$ cat config.mk
export PLATFORM = sky130hd
export DESIGN_NAME = ldm_seq
export DESIGN_NICKNAME = d
export VERILOG_FILES = /design/src/rtl/ldm_pkg.sv /design/src/rtl/ldm_popcount.sv /design/src/rtl/ldm_pick.sv /design/src/rtl/ldm_seq.sv
export SDC_FILE = /design/constraint.sdc
export NUM_CORES = 1
export LEC_CHECK = 0
export BUFFER_PORTS_ARGS = -buffer_cell sky130_fd_sc_hd__buf_2
export CORE_UTILIZATION = 35
export DETAILED_ROUTE_END_ITERATION = 8
export PLACE_DENSITY = 0.64
export SLEW_MARGIN = 25
export SYNTH_ARGS = -nofsm -noshare
export SYNTH_HDL_FRONTEND = slang
export SYNTH_HIERARCHICAL = 1
export SYNTH_SLANG_ARGS = --single-unit
$ cat constraint.sdc
create_clock -name clk -period 3 [get_ports clk]
set_input_delay 0 -clock clk [delete_from_list [all_inputs] [get_ports clk]]
set_output_delay 0 -clock clk [all_outputs]
set_load 0.005 [all_outputs]
$ cat src/rtl/ldm_pkg.sv
package ldm_pkg;
   typedef enum logic [1:0] {
      ST_IDLE = 2'd0,
      ST_REQ  = 2'd1,
      ST_WAIT = 2'd2,
      ST_FIN  = 2'd3
   } ldm_state_e;
endpackage

$ cat src/rtl/ldm_popcount.sv
module ldm_popcount #(
   parameter int W  = 16,
   parameter int CW = $clog2(W + 1)
) (
   input  logic [W-1:0]  vec_i,
   output logic [CW-1:0] cnt_o
);
   always_comb begin
      cnt_o = '0;
      for (int i = 0; i < W; i++) begin
         cnt_o = cnt_o + CW'(vec_i[i]);
      end
   end
endmodule

$ cat src/rtl/ldm_pick.sv
module ldm_pick #(
   parameter int W  = 16,
   parameter int IW = $clog2(W)
) (
   input  logic [W-1:0]  vec_i,
   output logic [IW-1:0] idx_o,
   output logic [W-1:0]  rest_o
);
   always_comb begin
      idx_o = '0;
      for (int i = W - 1; i >= 0; i--) begin
         if (vec_i[i]) idx_o = IW'(i);
      end
   end

   // clear lowest set bit
   assign rest_o = vec_i & (vec_i - W'(1));
endmodule

$ cat src/rtl/ldm_seq.sv
module ldm_seq
   import ldm_pkg::*;
#(
   parameter int ADDR_W     = 32,
   parameter int DATA_W     = 32,
   parameter int NREGS      = 16,
   parameter int STEP       = 4,
   parameter bit BRANCH_TOP = 1'b1,
   localparam int IDX_W     = $clog2(NREGS),
   localparam int CNT_W     = $clog2(NREGS + 1)
) (
   input  logic              clk,
   input  logic              rst_n,
   input  logic              start_i,
   input  logic [ADDR_W-1:0] base_addr_i,
   input  logic [NREGS-1:0]  reg_mask_i,
   input  logic              wback_i,
   input  logic [IDX_W-1:0]  base_idx_i,
   output logic              busy_o,
   output logic              done_o,
   output logic              mem_req_o,
   output logic [ADDR_W-1:0] mem_addr_o,
   input  logic              mem_gnt_i,
   input  logic              mem_rvalid_i,
   input  logic [DATA_W-1:0] mem_rdata_i,
   output logic              rf_we_o,
   output logic [IDX_W-1:0]  rf_waddr_o,
   output logic [DATA_W-1:0] rf_wdata_o,
   output logic              branch_o,
   output logic [DATA_W-1:0] branch_target_o,
   output logic              base_we_o,
   output logic [IDX_W-1:0]  base_waddr_o,
   output logic [ADDR_W-1:0] base_wdata_o,
   output logic              base_conflict_o
);
   if (NREGS < 2) begin : g_bad_nregs
      $error("ldm_seq: NREGS must be at least 2");
   end
   if (STEP < 1) begin : g_bad_step
      $error("ldm_seq: STEP must be positive");
   end

   ldm_state_e        state_q;
   logic [NREGS-1:0]  mask_q;
   logic [ADDR_W-1:0] addr_q;
   logic [ADDR_W-1:0] base_q;
   logic [CNT_W-1:0]  cnt_q;
   logic              wb_q;
   logic              conf_q;
   logic [IDX_W-1:0]  bidx_q;

   logic [CNT_W-1:0]  start_cnt;
   logic [IDX_W-1:0]  cur_idx;
   logic [NREGS-1:0]  rest_mask;
   logic              take;
   logic              is_branch;

   ldm_popcount #(.W(NREGS), .CW(CNT_W)) i_cnt (
      .vec_i (reg_mask_i),
      .cnt_o (start_cnt)
   );

   ldm_pick #(.W(NREGS), .IW(IDX_W)) i_pick (
      .vec_i  (mask_q),
      .idx_o  (cur_idx),
      .rest_o (rest_mask)
   );

   if (BRANCH_TOP) begin : g_branch
      assign is_branch = (cur_idx == IDX_W'(NREGS - 1));
   end else begin : g_nobranch
      assign is_branch = 1'b0;
   end

   assign take = (state_q == ST_WAIT) && mem_rvalid_i;

   always_ff @(posedge clk or negedge rst_n) begin
      if (!rst_n) begin
         state_q <= ST_IDLE;
         mask_q  <= '0;
         addr_q  <= '0;
         base_q  <= '0;
         cnt_q   <= '0;
         wb_q    <= 1'b0;
         conf_q  <= 1'b0;
         bidx_q  <= '0;
      end else begin
         case (state_q)
            ST_IDLE: begin
               if (start_i) begin
                  mask_q  <= reg_mask_i;
                  addr_q  <= base_addr_i;
                  base_q  <= base_addr_i;
                  cnt_q   <= start_cnt;
                  wb_q    <= wback_i;
                  conf_q  <= wback_i && reg_mask_i[base_idx_i];
                  bidx_q  <= base_idx_i;
                  state_q <= (reg_mask_i == '0) ? ST_FIN : ST_REQ;
               end
            end
            ST_REQ: begin
               if (mem_gnt_i) state_q <= ST_WAIT;
            end
            ST_WAIT: begin
               if (mem_rvalid_i) begin
                  mask_q  <= rest_mask;
                  addr_q  <= addr_q + ADDR_W'(STEP);
                  state_q <= (rest_mask == '0) ? ST_FIN : ST_REQ;
               end
            end
            default: state_q <= ST_IDLE;
         endcase
      end
   end

   assign busy_o          = (state_q != ST_IDLE);
   assign done_o          = (state_q == ST_FIN);
   assign mem_req_o       = (state_q == ST_REQ);
   assign mem_addr_o      = addr_q;
   assign rf_we_o         = take && !is_branch;
   assign rf_waddr_o      = cur_idx;
   assign rf_wdata_o      = mem_rdata_i;
   assign branch_o        = take && is_branch;
   assign branch_target_o = mem_rdata_i;
   assign base_we_o       = done_o && wb_q && !conf_q;
   assign base_waddr_o    = bidx_q;
   assign base_wdata_o    = base_q + ADDR_W'(cnt_q) * ADDR_W'(STEP);
   assign base_conflict_o = done_o && conf_q;


   req_hold_chk: assert property (@(posedge clk) disable iff (!rst_n)
      mem_req_o && !mem_gnt_i |=> mem_req_o && $stable(mem_addr_o));


   addr_step_chk: assert property (@(posedge clk) disable iff (!rst_n)
      take |=> mem_addr_o == $past(mem_addr_o) + ADDR_W'(STEP));


   if (BRANCH_TOP) begin : g_pc_chk
      no_pc_write_chk: assert property (@(posedge clk) disable iff (!rst_n)
         rf_we_o |-> rf_waddr_o != IDX_W'(NREGS - 1));
   end


   one_sink_chk: assert property (@(posedge clk) disable iff (!rst_n)
      $onehot0({rf_we_o, branch_o}));


   conflict_excl_chk: assert property (@(posedge clk) disable iff (!rst_n)
      base_conflict_o |-> !base_we_o);


   done_pulse_chk: assert property (@(posedge clk) disable iff (!rst_n)
      done_o |=> !done_o && !busy_o);


   busy_done_chk: assert property (@(posedge clk) disable iff (!rst_n)
      done_o |-> busy_o);


   empty_fast_chk: assert property (@(posedge clk) disable iff (!rst_n)
      start_i && !busy_o && reg_mask_i == '0 |=> done_o && !mem_req_o);
endmodule

==> run_results.csv <==
group,metric,value,unit
sta,min_period,2.88,ns
route,drtIter0Drc,466,
clock_network,root_buffer,"clkbuf_16",
setup_path,max_stage_delay,0.54,ns
synthesis,netlist_area,6470,um2
route,wl_per_cell,16.3,um
synthesis,synth-warning-count,6,
grt,grt_pass1_vias,5559,
synthesis,seq_area_frac_synth,36.0,%
setup_path,path_common_cell,"fa_1",
sta,hold_ws,0.00000249,ns
route,num_vias,5964,
clock_network,clk-insertion-delay-late,0.35,ns
synthesis,synth.net_count,912,
final_layout,drive_gt1_share,22.5,%
die,initial_core_util,35.9,%
pwr,power_density,973,nW/um2
sta,rsz0062_at_grt,"no",
sta,finalHoldViolations,0,
final_layout,nFillCells,1836,
placed_design,dp.cells,1083,
pwr,ir_drop,0.400,mV
grt,grt_max_degree,62,
die,fp-row-count,49,
pwr,leakagePower,3.65,nW
setup_path,worst_path_max_delay_cell,"dlygate4sd3_1",
run,cap_violations,0,
route,ant_nets,0,
setup_path,path_class,"primary input to flip-flop",
final_layout,fin_cells,1146,
setup_path,crit_path_end_kind,"flip-flop",
outcome,status,"finished, final reports clean",
sta,fin_crit_sh,96.0,%
die,fp.dieH,138,um
synthesis,synth_cell_types,70,
synthesis,synth_area_per_cell,8.09,um2
sta,relSlewSlack,53.6,%
setup_path,critPathLaunchType,"primary input",
synthesis,async_reset_ff_share,100,%
synthesis,ys_seq_elements,93,
synthesis,synth_edf_count,0,
grt,antenna_found_initial,0,
hold_path,hp-class,"primary input to output port",
final_layout,syn_to_final_growth,20.9,%
setup_path,path_max_fanout,4,
clock_network,htree_levels,3,
die,dieArea,19000,um2
clock_network,cts_num_sinks,93,
clock_network,clk_path_buf_depth,2,
route,drc_errors,0,
setup_path,path_cells,"dlygate4sd3_1, buf_4, inv_1, fa_1, fa_1, fa_1, inv_1, ha_2, inv_2, fa_2, nor2b_1, o21a_1, nand2_1, nand2_1",
synthesis,ys.flop_type,"dfrtp_1",
grt,grt.overflow.total,0,
sta,skew,0.00587,ns
sta,max_freq,347,MHz
die,core_area,18000,um2
final_layout,fin_nets,1024,
route,viasPerCell,5.20,
setup_path,crit_buf_inv,5,
sta,setup_ws,0.120,ns
clock_network,cts_tree,"yes",
die,io_pins,233,
synthesis,syn_inst,800,
sta,report.final.slew_viol_count,0,
route,drt_pass1_iterations,5,
grt,grt_usage,20.0,%
grt,grt_pass1_wl,29.3,mm
placed_design,gp_congestion,0.892,
clock_network,path_clk_slew,0.07,ns
sta,worstMarginPinSlew,0.690,ns
placed_design,io_buffer_count,136,
sta,setup-violations-final,0,
setup_path,arrival,3.17,ns
placed_design,dpl.hpwl,13.9,mm
setup_path,crit_family,"adder cells",
route,wl,18.7,mm
clock_network,cts-buffers-inserted,9,
die,fp.dieW,138,um
placed_design,dp_slack,-0.218,ns
setup_path,worstPathRequired,3.29,ns
==> synthesized netlist by cell type, drive strengths merged, types with 3 or more instances <==
master | number | area share [%]
or4 | 3 | 0.41
a21boi | 5 | 0.58
a2bb2oi | 5 | 0.68
and4 | 8 | 1.1
nand4 | 15 | 1.7
a31oi | 19 | 1.8
dfrtp | 93 | 36
mux4 | 4 | 1.4
inv | 38 | 2.2
nor2b | 4 | 0.39
or3 | 4 | 0.46
o22ai | 14 | 1.4
nor4 | 14 | 1.7
nand2 | 189 | 11
clkbuf | 31 | 1.8
buf | 75 | 8.3
nor3 | 16 | 1.2
o21a | 7 | 0.81
and2 | 9 | 0.91
o21ai | 28 | 2.2
ha | 11 | 2.1
and3 | 8 | 0.77
xnor2 | 27 | 3.7
a21oi | 45 | 3.5
fa | 11 | 3.4
nand3 | 30 | 2.3
nand2b | 4 | 0.50
or2 | 3 | 0.29
nor2 | 47 | 2.8
==> metrics by stage <==
stage	cell area [um2]	power, W	setup TNS [ns]	util (%)
finish	7820	0.00761	0	43.4
global route	7820	0.00830	0	43.4
CTS	7800	0.00766	0	43.3
detailed placement	7010	0.00628	-0.670	38.9
global placement	7010	0.00621	-0.565	38.9
floorplan	6470	0.00490	0	-
==> routing by layer <==
metal  share of wire [%]  vias up  wire length, um  GRT usage (%)
met5                   0        -                0              0
met4                 3.1        0              578           9.48
met3                 6.1       41             1150           4.06
met2                  44      195             8200           28.9
met1                  47     2824             8790           28.4
li1                    -     2904                -              -
==> power breakdown <==
| part | switching [W] | internal [W] |
|---|---|---|
| Combinational | 0.00203 | 0.00164 |
| Clock | 0.000486 | 0.000807 |
| Sequential | 0.000770 | 0.00187 |
==> cells in the final DEF, fill, tap and decap left out, types with 12 or more instances in the layout <==
cell | synthesis | layout
buf_2 | 2 | 132
o21ai_0 | 27 | 26
nor4_1 | 12 | 12
nand4_1 | 12 | 12
nor2_1 | 46 | 44
nand3_1 | 30 | 30
nand2_1 | 189 | 189
dlygate4sd3_1 | 0 | 45
o22ai_1 | 14 | 14
a21oi_1 | 44 | 44
a31oi_1 | 19 | 19
inv_1 | 38 | 37
dfrtp_1 | 93 | 93
nor3_1 | 16 | 16
xnor2_1 | 27 | 27
buf_4 | 67 | 27
==> sequential cells by signal, summed over array words and instances (netlist names) <==
signal	count
cnt_q	5
mask_q	16
conf_q	1
state_q	2
wb_q	1
base_waddr_o	4
mem_addr_o	32
base_q	32
==> cell type report <==
class                           instances  area, um2  share of cell area [%]
Antenna cell                            1       2.50                  0.0320
Clock buffer                           10        229                    2.93
Clock inverter                          5        100                    1.28
Inverter                               38        143                    1.82
Multi-Input combinational cell        563       3370                    43.2
Sequential cell                        93       2330                    29.8
Tap cell                              229        287                    3.66
Timing Repair Buffer                  207       1360                    17.4
==> path summary, 6_finish.rpt <==
check,start,slack (ns),endpoint,cells after the start
max,reg_mask_i[14],0.12,cnt_q[4],14
min,mem_rdata_i[13],0.000002,branch_target_o[13],0
max reg2reg,mask_q[3],0.25,state_q[1],9
min reg2reg,mem_addr_o[0],0.47,mem_addr_o[0],2
max in group asynchronous,rst_n,2.13,base_q[10],3
min in group asynchronous,rst_n,0.17,mask_q[15],2
==> cells by family (layout without fill, tap and decap cells) <==
| family | count (synthesis) | after routing | share of synthesized area [%] |
|---|---|---|---|
| simple gates | 360 | 360 | 26.5 |
| compound gates | 144 | 144 | 13.8 |
| buf+inv | 144 | 260 | 12.3 |
| flops | 93 | 93 | 36.0 |
| xor+xnor | 29 | 29 | 3.93 |
| fa+ha+maj | 22 | 22 | 5.53 |
| mux | 7 | 7 | 1.88 |
| other cells | 1 | 2 | 0.0580 |
==> repair_timing <==
| item | 4_1_cts | 5_1_grt |
|---|---|---|
| setup endpoints to repair | 0 | 2 |
| setup buffers | 0 | 1 |
| gates resized for setup | 0 | 5 |
| hold endpoints to repair | 97 | 0 |
| hold buffers | 46 | 0 |
(Power assumes the default switching activity.)
